--- config.mk ---
export PLATFORM = sky130hd
export DESIGN_NAME = adc_wire_host
export DESIGN_NICKNAME = d
export VERILOG_FILES = /design/src/rtl/adcw_pkg.sv /design/src/rtl/adcw_clkdiv.sv /design/src/rtl/adcw_rx_shift.sv /design/src/rtl/adcw_seq.sv /design/src/rtl/adc_wire_host.sv
export SDC_FILE = /design/constraint.sdc
export NUM_CORES = 1
export LEC_CHECK = 0
export CAP_MARGIN = 20
export CORE_AREA = 2 2 58 65
export DETAILED_ROUTE_END_ITERATION = 8
export DIE_AREA = 0 0 60 67
export DONT_BUFFER_PORTS = 1
export GPL_TIMING_DRIVEN = 0
export SLEW_MARGIN = 5
export SYNTH_ARGS = -nofsm -noshare
export SYNTH_HDL_FRONTEND = slang
export SYNTH_HIERARCHICAL = 1
export SYNTH_SLANG_ARGS = --single-unit
--- constraint.sdc ---
create_clock -name clk -period 4.09 [get_ports clk]
set_input_delay 0.2045 -clock clk [delete_from_list [all_inputs] [get_ports clk]]
set_output_delay 0.2045 -clock clk [all_outputs]
set_load 0.1 [all_outputs]
--- src/rtl/adcw_pkg.sv ---
package adcw_pkg;
  localparam int CFG_BITS  = 4;
  localparam int NULL_BITS = 2;
  typedef enum logic {ST_IDLE, ST_XFER} xfer_state_e;
endpackage

--- src/rtl/adcw_clkdiv.sv ---
module adcw_clkdiv #(
  parameter int HP_W = 4
) (
  input  logic            clk,
  input  logic            rst,
  input  logic            run,
  input  logic [HP_W-1:0] half_period,
  output logic            tick
);
  logic [HP_W-1:0] cnt_q;
  logic [HP_W-1:0] hp_eff;

  assign hp_eff = (half_period == '0) ? HP_W'(1) : half_period;
  assign tick   = run && (cnt_q == hp_eff - HP_W'(1));

  always_ff @(posedge clk) begin
    if (rst || !run) begin
      cnt_q <= '0;
    end else if (tick) begin
      cnt_q <= '0;
    end else begin
      cnt_q <= cnt_q + HP_W'(1);
    end
  end
endmodule

--- src/rtl/adcw_rx_shift.sv ---
module adcw_rx_shift #(
  parameter int RES_W = 10
) (
  input  logic             clk,
  input  logic             rst,
  input  logic             shift_en,
  input  logic             bit_in,
  output logic [RES_W-1:0] value
);
  always_ff @(posedge clk) begin
    if (rst) begin
      value <= '0;
    end else if (shift_en) begin
      value <= {value[RES_W-2:0], bit_in};
    end
  end
endmodule

--- src/rtl/adcw_seq.sv ---
module adcw_seq
  import adcw_pkg::*;
#(
  parameter int RES_W = 10
) (
  input  logic clk,
  input  logic rst,
  input  logic start,
  input  logic single,
  input  logic odd,
  input  logic tick,
  output logic run,
  output logic cs_n,
  output logic sclk,
  output logic sd_out,
  output logic sd_oe,
  output logic shift_en,
  output logic finish
);
  localparam int TOTAL = CFG_BITS + NULL_BITS + RES_W;
  localparam int CNT_W = $clog2(TOTAL + 1);

  xfer_state_e        state_q;
  logic [CNT_W-1:0]   rise_cnt_q;
  logic [CFG_BITS-1:0] cfg_q;

  assign run      = (state_q == ST_XFER);
  assign shift_en = run && tick && !sclk &&
                    (rise_cnt_q >= CNT_W'(CFG_BITS + NULL_BITS));
  assign finish   = run && tick && sclk && (rise_cnt_q == CNT_W'(TOTAL));

  always_ff @(posedge clk) begin
    if (rst) begin
      state_q    <= ST_IDLE;
      rise_cnt_q <= '0;
      cfg_q      <= '0;
      cs_n       <= 1'b1;
      sclk       <= 1'b0;
      sd_out     <= 1'b0;
      sd_oe      <= 1'b0;
    end else if (state_q == ST_IDLE) begin
      if (start) begin
        state_q    <= ST_XFER;
        rise_cnt_q <= '0;
        cfg_q      <= {1'b0, odd, single, 1'b1};
        cs_n       <= 1'b0;
        sd_out     <= 1'b1;
        sd_oe      <= 1'b1;
      end
    end else if (tick) begin
      if (!sclk) begin
        sclk       <= 1'b1;
        rise_cnt_q <= rise_cnt_q + CNT_W'(1);
        if (rise_cnt_q == CNT_W'(CFG_BITS - 1)) begin
          sd_oe  <= 1'b0;
          sd_out <= 1'b0;
        end
      end else begin
        sclk <= 1'b0;
        if (rise_cnt_q == CNT_W'(TOTAL)) begin
          state_q <= ST_IDLE;
          cs_n    <= 1'b1;
        end else if (rise_cnt_q < CNT_W'(CFG_BITS)) begin
          sd_out <= cfg_q[rise_cnt_q[$clog2(CFG_BITS)-1:0]];
        end
      end
    end
  end
endmodule

--- src/rtl/adc_wire_host.sv ---
module adc_wire_host #(
  parameter int RES_W = 10,
  parameter int HP_W  = 4
) (
  input  logic             clk,
  input  logic             rst,
  input  logic             start_i,
  input  logic             single_i,
  input  logic             odd_i,
  input  logic [HP_W-1:0]  half_period_i,
  output logic [RES_W-1:0] result_o,
  output logic             done_o,
  output logic             cs_n_o,
  output logic             sclk_o,
  output logic             sdata_o,
  output logic             sdata_oe_o,
  input  logic             sdata_i
);
  logic             tick;
  logic             run;
  logic             shift_en;
  logic             finish;
  logic [RES_W-1:0] shreg;

  adcw_clkdiv #(.HP_W(HP_W)) div_i (
    .clk(clk), .rst(rst), .run(run),
    .half_period(half_period_i), .tick(tick)
  );

  adcw_seq #(.RES_W(RES_W)) seq_i (
    .clk(clk), .rst(rst), .start(start_i), .single(single_i), .odd(odd_i),
    .tick(tick), .run(run), .cs_n(cs_n_o), .sclk(sclk_o),
    .sd_out(sdata_o), .sd_oe(sdata_oe_o), .shift_en(shift_en), .finish(finish)
  );

  adcw_rx_shift #(.RES_W(RES_W)) rx_i (
    .clk(clk), .rst(rst), .shift_en(shift_en), .bit_in(sdata_i), .value(shreg)
  );

  always_ff @(posedge clk) begin
    if (rst) begin
      result_o <= '0;
      done_o   <= 1'b0;
    end else begin
      done_o <= finish;
      if (finish) result_o <= shreg;
    end
  end
endmodule

== Yosys cells after proc, flatten, opt, wreduce, memory -nomap -nowiden ==
Index checks and enable logic that the tools add are counted.
Operators by class
  $lt $le $gt $ge: 3
  mux-type cells: 28
  equal/unequal tests: 11
  shifts and indexed selects: 0
  divide/modulo/power cells: 0
  $mul: 0
  add/sub/neg operators: 3
  reduce and logical (&&, ||, !) cells: 18
  bitwise logic cells: 1
Operator list (count)
  $mux W1: 22
  $mux W5: 4
  $reduce_and A4 Y1: 2
  $logic_and A1 B1 Y1: 6
  $ne A2 B2 Y1 const B: 3
  $ne A3 B3 Y1 const B: 2
  $add A5 B1 Y5 const B: 1
  $eq A5 B2 Y1 const B: 1
  $eq A5 B5 Y1 const B: 1
  $ge A5 B3 Y1 const B: 1
  $lt A5 B3 Y1 const B: 1
  $reduce_and A5 Y1: 1
  $add A4 B1 Y4 const B: 1
  $eq A4 B4 Y1: 1
  $logic_not A4 Y1: 1
  $mux W4: 1
  $ne A2 B1 Y1 const B: 2
  $reduce_and A2 Y1: 2
  $sub A4 B1 Y4 const B: 1
  $lt A2 B3 Y1 const B: 1
  $ne A3 B2 Y1 const B: 1
  $reduce_and A3 Y1: 1
  $bmux W1 S2: 1
  $logic_not A1 Y1: 2
  other kinds (4): 4
Storage, ports and cells
  latch bits: 0
  RAM bits: 0
  flip-flop bits (word level): 38
  memories: 0
  word-level logic and storage cells: 75
  input port bits: 10
  output and inout port bits: 15
  bits in read-only memories: 0

== Depth between registers and ports, before layout ==
  word-level depth: 8
  gate-level depth with buffers: 12
  mapped depth without buffers: 11

== Modules after synthesis ==
Netlist, hierarchy kept.
Modules (own cells, without submodules)
  adcw_seq: area each 603.1 µm², instances 1, cells each 69
  adc_wire_host: area each 380.4 µm², instances 1, cells each 34
  adcw_rx_shift: area each 352.8 µm², instances 1, cells each 32
  adcw_clkdiv: area each 289.0 µm², instances 1, cells each 35

== Least setup slack after synthesis ==
No wires, ideal clock.
  path kind: input to register
  start: input half_period_i[1]
  end: register result_o[0]
  setup slack: 1.451 ns
  buffers on the path: 1
  data arrival time: 2.521 ns
  setup time: 0.118 ns
  data required time: 3.972 ns
  cell stages on the path: 12
  cells stage by stage: nor3_1 > nor2_1 > ha_1 > xnor2_1 > o2111ai_1 > a211oi_2 > and2_1 > nand2_1 > nor3_1 > buf_6 > mux2i_1 > nor2_1
Between the ends
  word-level cells in the longest chain between the ends: 8
RTL lines
  from (decl): RTL line adc_wire_host.sv:10  | input logic [HP_W-1:0] half_period_i,
  $logic_not A4 Y1: RTL line adcw_clkdiv.sv:13  | assign hp_eff = (half_period == '0) ? HP_W'(1) : half_period;
  $mux W4 (*): RTL line adcw_clkdiv.sv:13
  $sub A4 B1 Y4 (*): RTL line adcw_clkdiv.sv:14  | assign tick = run && (cnt_q == hp_eff - HP_W'(1));
  $eq A4 B4 Y1 (*): RTL line adcw_clkdiv.sv:14
  $logic_and A1 B1 Y1 (*): RTL line adcw_clkdiv.sv:14
  net tick: RTL line adc_wire_host.sv:19  | logic tick;
  $logic_and A1 B1 Y1 (*) (3 in series): RTL line adcw_seq.sv:30  | assign finish = run && tick && sclk && (rise_cnt_q == CNT_W'(TOTAL));
  net finish: RTL line adc_wire_host.sv:22  | logic finish;
  to (signal assigned): RTL line adc_wire_host.sv:46  | if (finish) result_o <= shreg;
  to (decl): RTL line adc_wire_host.sv:11  | output logic [RES_W-1:0] result_o,
Mark *: on every way through the listed nets, which the timed path passes. The rest lies on a longest branch.
A chain may end at the register's enable or synchronous reset.

== Worst setup path after layout ==
  start: input half_period_i[1]
  end: register result_o[4]
The elaborated chain is that of the path after synthesis.

==> out/results.ini <==
[global_route]
grt_max_degree=13
grt_pass1_vias=1287
grt.total_usage_pct=17.8
grt_pass1_wl_mm=5.38
grt_overflow_total=0
antenna_found_initial=0

[min_path]
worstHoldPathCells=2
hp-class=input port to flip-flop
hp-start=start_i
whs_endpoint=seq_i/run

[final_layout]
finalNonFillerCells=232
register_area_um2=761
final_core_utilization_pct=56.1
diodes=0
area_growth_pct=14.9
num-nets-final=198
nFillCells=323
final_layout_size_suffix_gt1_share_pct=10.3
multiInputGateArea_um2=800

[placement]
dp_hpwl_mm=2.12
io_buffers=0
dp.cells=218
place_congestion=0.733

[sta]
maxSlewHeadroom_pct=34.9
rsz0062_at_grt=false
worstMarginPinSlew_ns=0.976
final.min_clock_period_ns=2.71
post-route-period-util_pct=66.2
setup_viol=0
max_freq_mhz=370
maxSlewViolCount=0
fin_skew_ns=0.00264
finalHoldViolCount=0
finalSetupTns_ns=0

[drt]
dr.pass1.iters=4
viasPerCell=5.18
drc=0
routedWlPerCell_um=12.9
wl_mm=3.00
final_antenna_net_count=0
drt_iter0_drc=54
dr_total_vias=1202

[critical_path]
crit_chain=nor3_1 -> nor2_1 -> ha_1 -> xnor2_1 -> o2111ai_1 -> a211oi_2 -> and2_1 -> nand2_1 -> nor3_1 -> buf_6 -> mux2i_1 -> nor2_1
path_max_fanout=10
ff2ff_setup_slack_ns=1.42
critPathLaunchType=input port
cpPeakStageDelay_ns=0.55
worst_setup_path_end_kind=flip-flop
crit_type=input port to flip-flop
r2r-start=seq_i/run
crit_required_ns=4.33
worstRegToRegCells=8
worstPathArrival_ns=2.94
crit_slowest_cell=nor3_1
reg2reg_to=result_o[4]

[logic_synthesis]
synth_area_per_cell_um2=9.56
synth-edff-count=0
syn-cell-area_um2=1630
synthFlopType=dfxtp_1
synth-seq-cells=38
yosysSeqAreaShare_pct=46.8
synth_cell_type_count=36
netlist_instances=170
yosysWarnings=6
synthArstFlopShare_pct=0
synth_fp_nets=185

[pwr]
pwr-share-clk_pct=43.0
p_seq_share_pct=52.3
p_int_w=0.000599
p_comb_share_pct=4.7
power.density_nw_per_um2=408
p_leak_nw=0.646
p_sw_w=0.000163
p_sw_share_pct=21.4
ir_worst_vdd_v=0.000235

[die]
die-height_um=67
initial_core_util_pct=48.8
pin_count=25
core_um2=3330
row_count=22
die-area_um2=4020
fp.dieW_um=60

[clock_tree]
post_cts_buffers=0
clock-sinks=38
cts_tree=built
htreeDepth=2
path_clk_slew_ns=0.11
cts-root-buf=clkbuf_4
clk_latency_ns=0.34
numCtsBuffers=5
cts_buffer_depth=2

[outcome]
outcome=completed

[run]
maxCapViolCount=0

cells in the mapped netlist (2+ instances only):
cell type | n | area, um2
nor3_1 | 4 | 20.0
or3_1 | 2 | 12.5
nand3_1 | 4 | 20.0
dfxtp_1 | 38 | 761
xnor2_1 | 3 | 26.3
buf_6 | 2 | 22.5
mux2i_1 | 20 | 200
a21oi_1 | 11 | 55.1
nor2_1 | 29 | 109
inv_1 | 7 | 26.3
nand2_1 | 12 | 45.0
nor2b_1 | 2 | 12.5
o21ai_0 | 3 | 15.0
nand4b_1 | 3 | 26.3
nand2b_1 | 3 | 18.8
a211oi_2 | 2 | 25.0
xor2_1 | 2 | 17.5
ha_1 | 5 | 62.6
state kept, by name (all words and copies together) (netlist names):
register          cells
div_i/cnt_q           4
done_o                1
result_o             10
rx_i/value           10
seq_i/cfg_q           3
seq_i/cs_n            1
seq_i/rise_cnt_q      5
seq_i/run             1
seq_i/sclk            1
seq_i/sd_oe           1
seq_i/sd_out          1
critical path: cells and delay by family:
kind            cells  cell delay, ns
simple gates        6            1.33
compound gates      2            0.52
buf+inv             1            0.25
xor+xnor            1            0.22
fa+ha+maj           1            0.21
mux                 1            0.20
per-layer routing:
layer  wire [um]  global-route usage, %
met1        1300                   19.7
met2        1490                   29.9
met3         146                   5.83
met4          62                   8.61
met5           0                      0
cell families (layout without fill, tap and decap cells):
group | Yosys count | count (layout) | synth area share [%]
adder cells (fa/ha/maj) | 5 | 5 | 3.85
XOR/XNOR | 5 | 5 | 2.69
AO/OA/AOI/OAI | 25 | 25 | 11.1
AND/OR/NAND/NOR | 64 | 64 | 18.6
flip-flops | 38 | 38 | 46.8
multiplexers | 21 | 21 | 13.0
buffers and inverters | 12 | 26 | 4.00
power groups by stage:
| stage | combinational [W] | clock, W | sequential [W] |
|---|---|---|---|
| 2_1_floorplan | 0.0000257 | 0 | 0.000406 |
| 3_3_place_gp | 0.0000297 | 0 | 0.000408 |
| 6_report | 0.0000357 | 0.000327 | 0.000399 |
| 5_1_grt | 0.0000399 | 0.000352 | 0.000400 |
| 3_5_place_dp | 0.0000309 | 0 | 0.000408 |
| 4_1_cts | 0.0000346 | 0.000338 | 0.000400 |
how the worst max path moves through the flow:
| stage | from | to | slack, ns | cells after the start |
|---|---|---|---|---|
| 4_1_cts | half_period_i[1] | result_o[1] | 1.34 | 12 |
| 6_report | half_period_i[1] | result_o[4] | 1.38 | 12 |
| 2_1_floorplan | half_period_i[1] | result_o[0] | 1.45 | 12 |
| 5_1_grt | half_period_i[1] | result_o[4] | 1.11 | 12 |
| 3_3_place_gp | half_period_i[1] | result_o[1] | 1.10 | 12 |
| 3_5_place_dp | half_period_i[1] | result_o[3] | 0.98 | 12 |
placed cells by master, fill, tap and decap left out, drive strengths merged:
master	instances
dfxtp	38
nor2	29
mux2i	20
nand2	12
a21oi	11
inv	7
clkbuf	7
buf	6
ha	5
nor3	4
nand3	4
dlygate4sd3	4
xnor2	3
nand2b	3
o21ai	3
nand4b	3
or3	3
nor2b	2
bufinv	2
a211oi	2
xor2	2
o2111ai	1
o22ai	1
o311a	1
and2	1
a2111oi	1
nand3b	1
a211o	1
nand4	1
mux2	1
o211ai	1
a311oi	1
or2	1
a221oi	1
o221a	1
layout make-up:
cell class | count | area share (%)
plain buffers | 5 | 2.08
clock buffers | 6 | 2.75
clock inverters | 2 | 3.22
inverters | 7 | 1.41
multi-input cells | 120 | 42.8
flip-flops and latches | 38 | 40.7
well taps | 48 | 3.22
repair buffers | 6 | 3.82
through the flow:
stage               total power [W]  area (um2)  setup slack (ns)  hold slack [ns]
global placement           0.000437        1690              1.10            0.275
CTS                        0.000772        1840              1.34           0.0179
finish                     0.000762        1870              1.38           0.0343
detailed placement         0.000439        1690             0.984            0.278
floorplan                  0.000432        1630              1.45            0.273
global route               0.000792        1870              1.11           0.0209
repair_timing:
action | in CTS | in global routing
endpoints found under the hold margin | 5 | 0
gates resized for setup | 0 | 0
hold buffers | 4 | 0
endpoints found under the setup margin | 0 | 0
(Power assumes the default switching activity.)
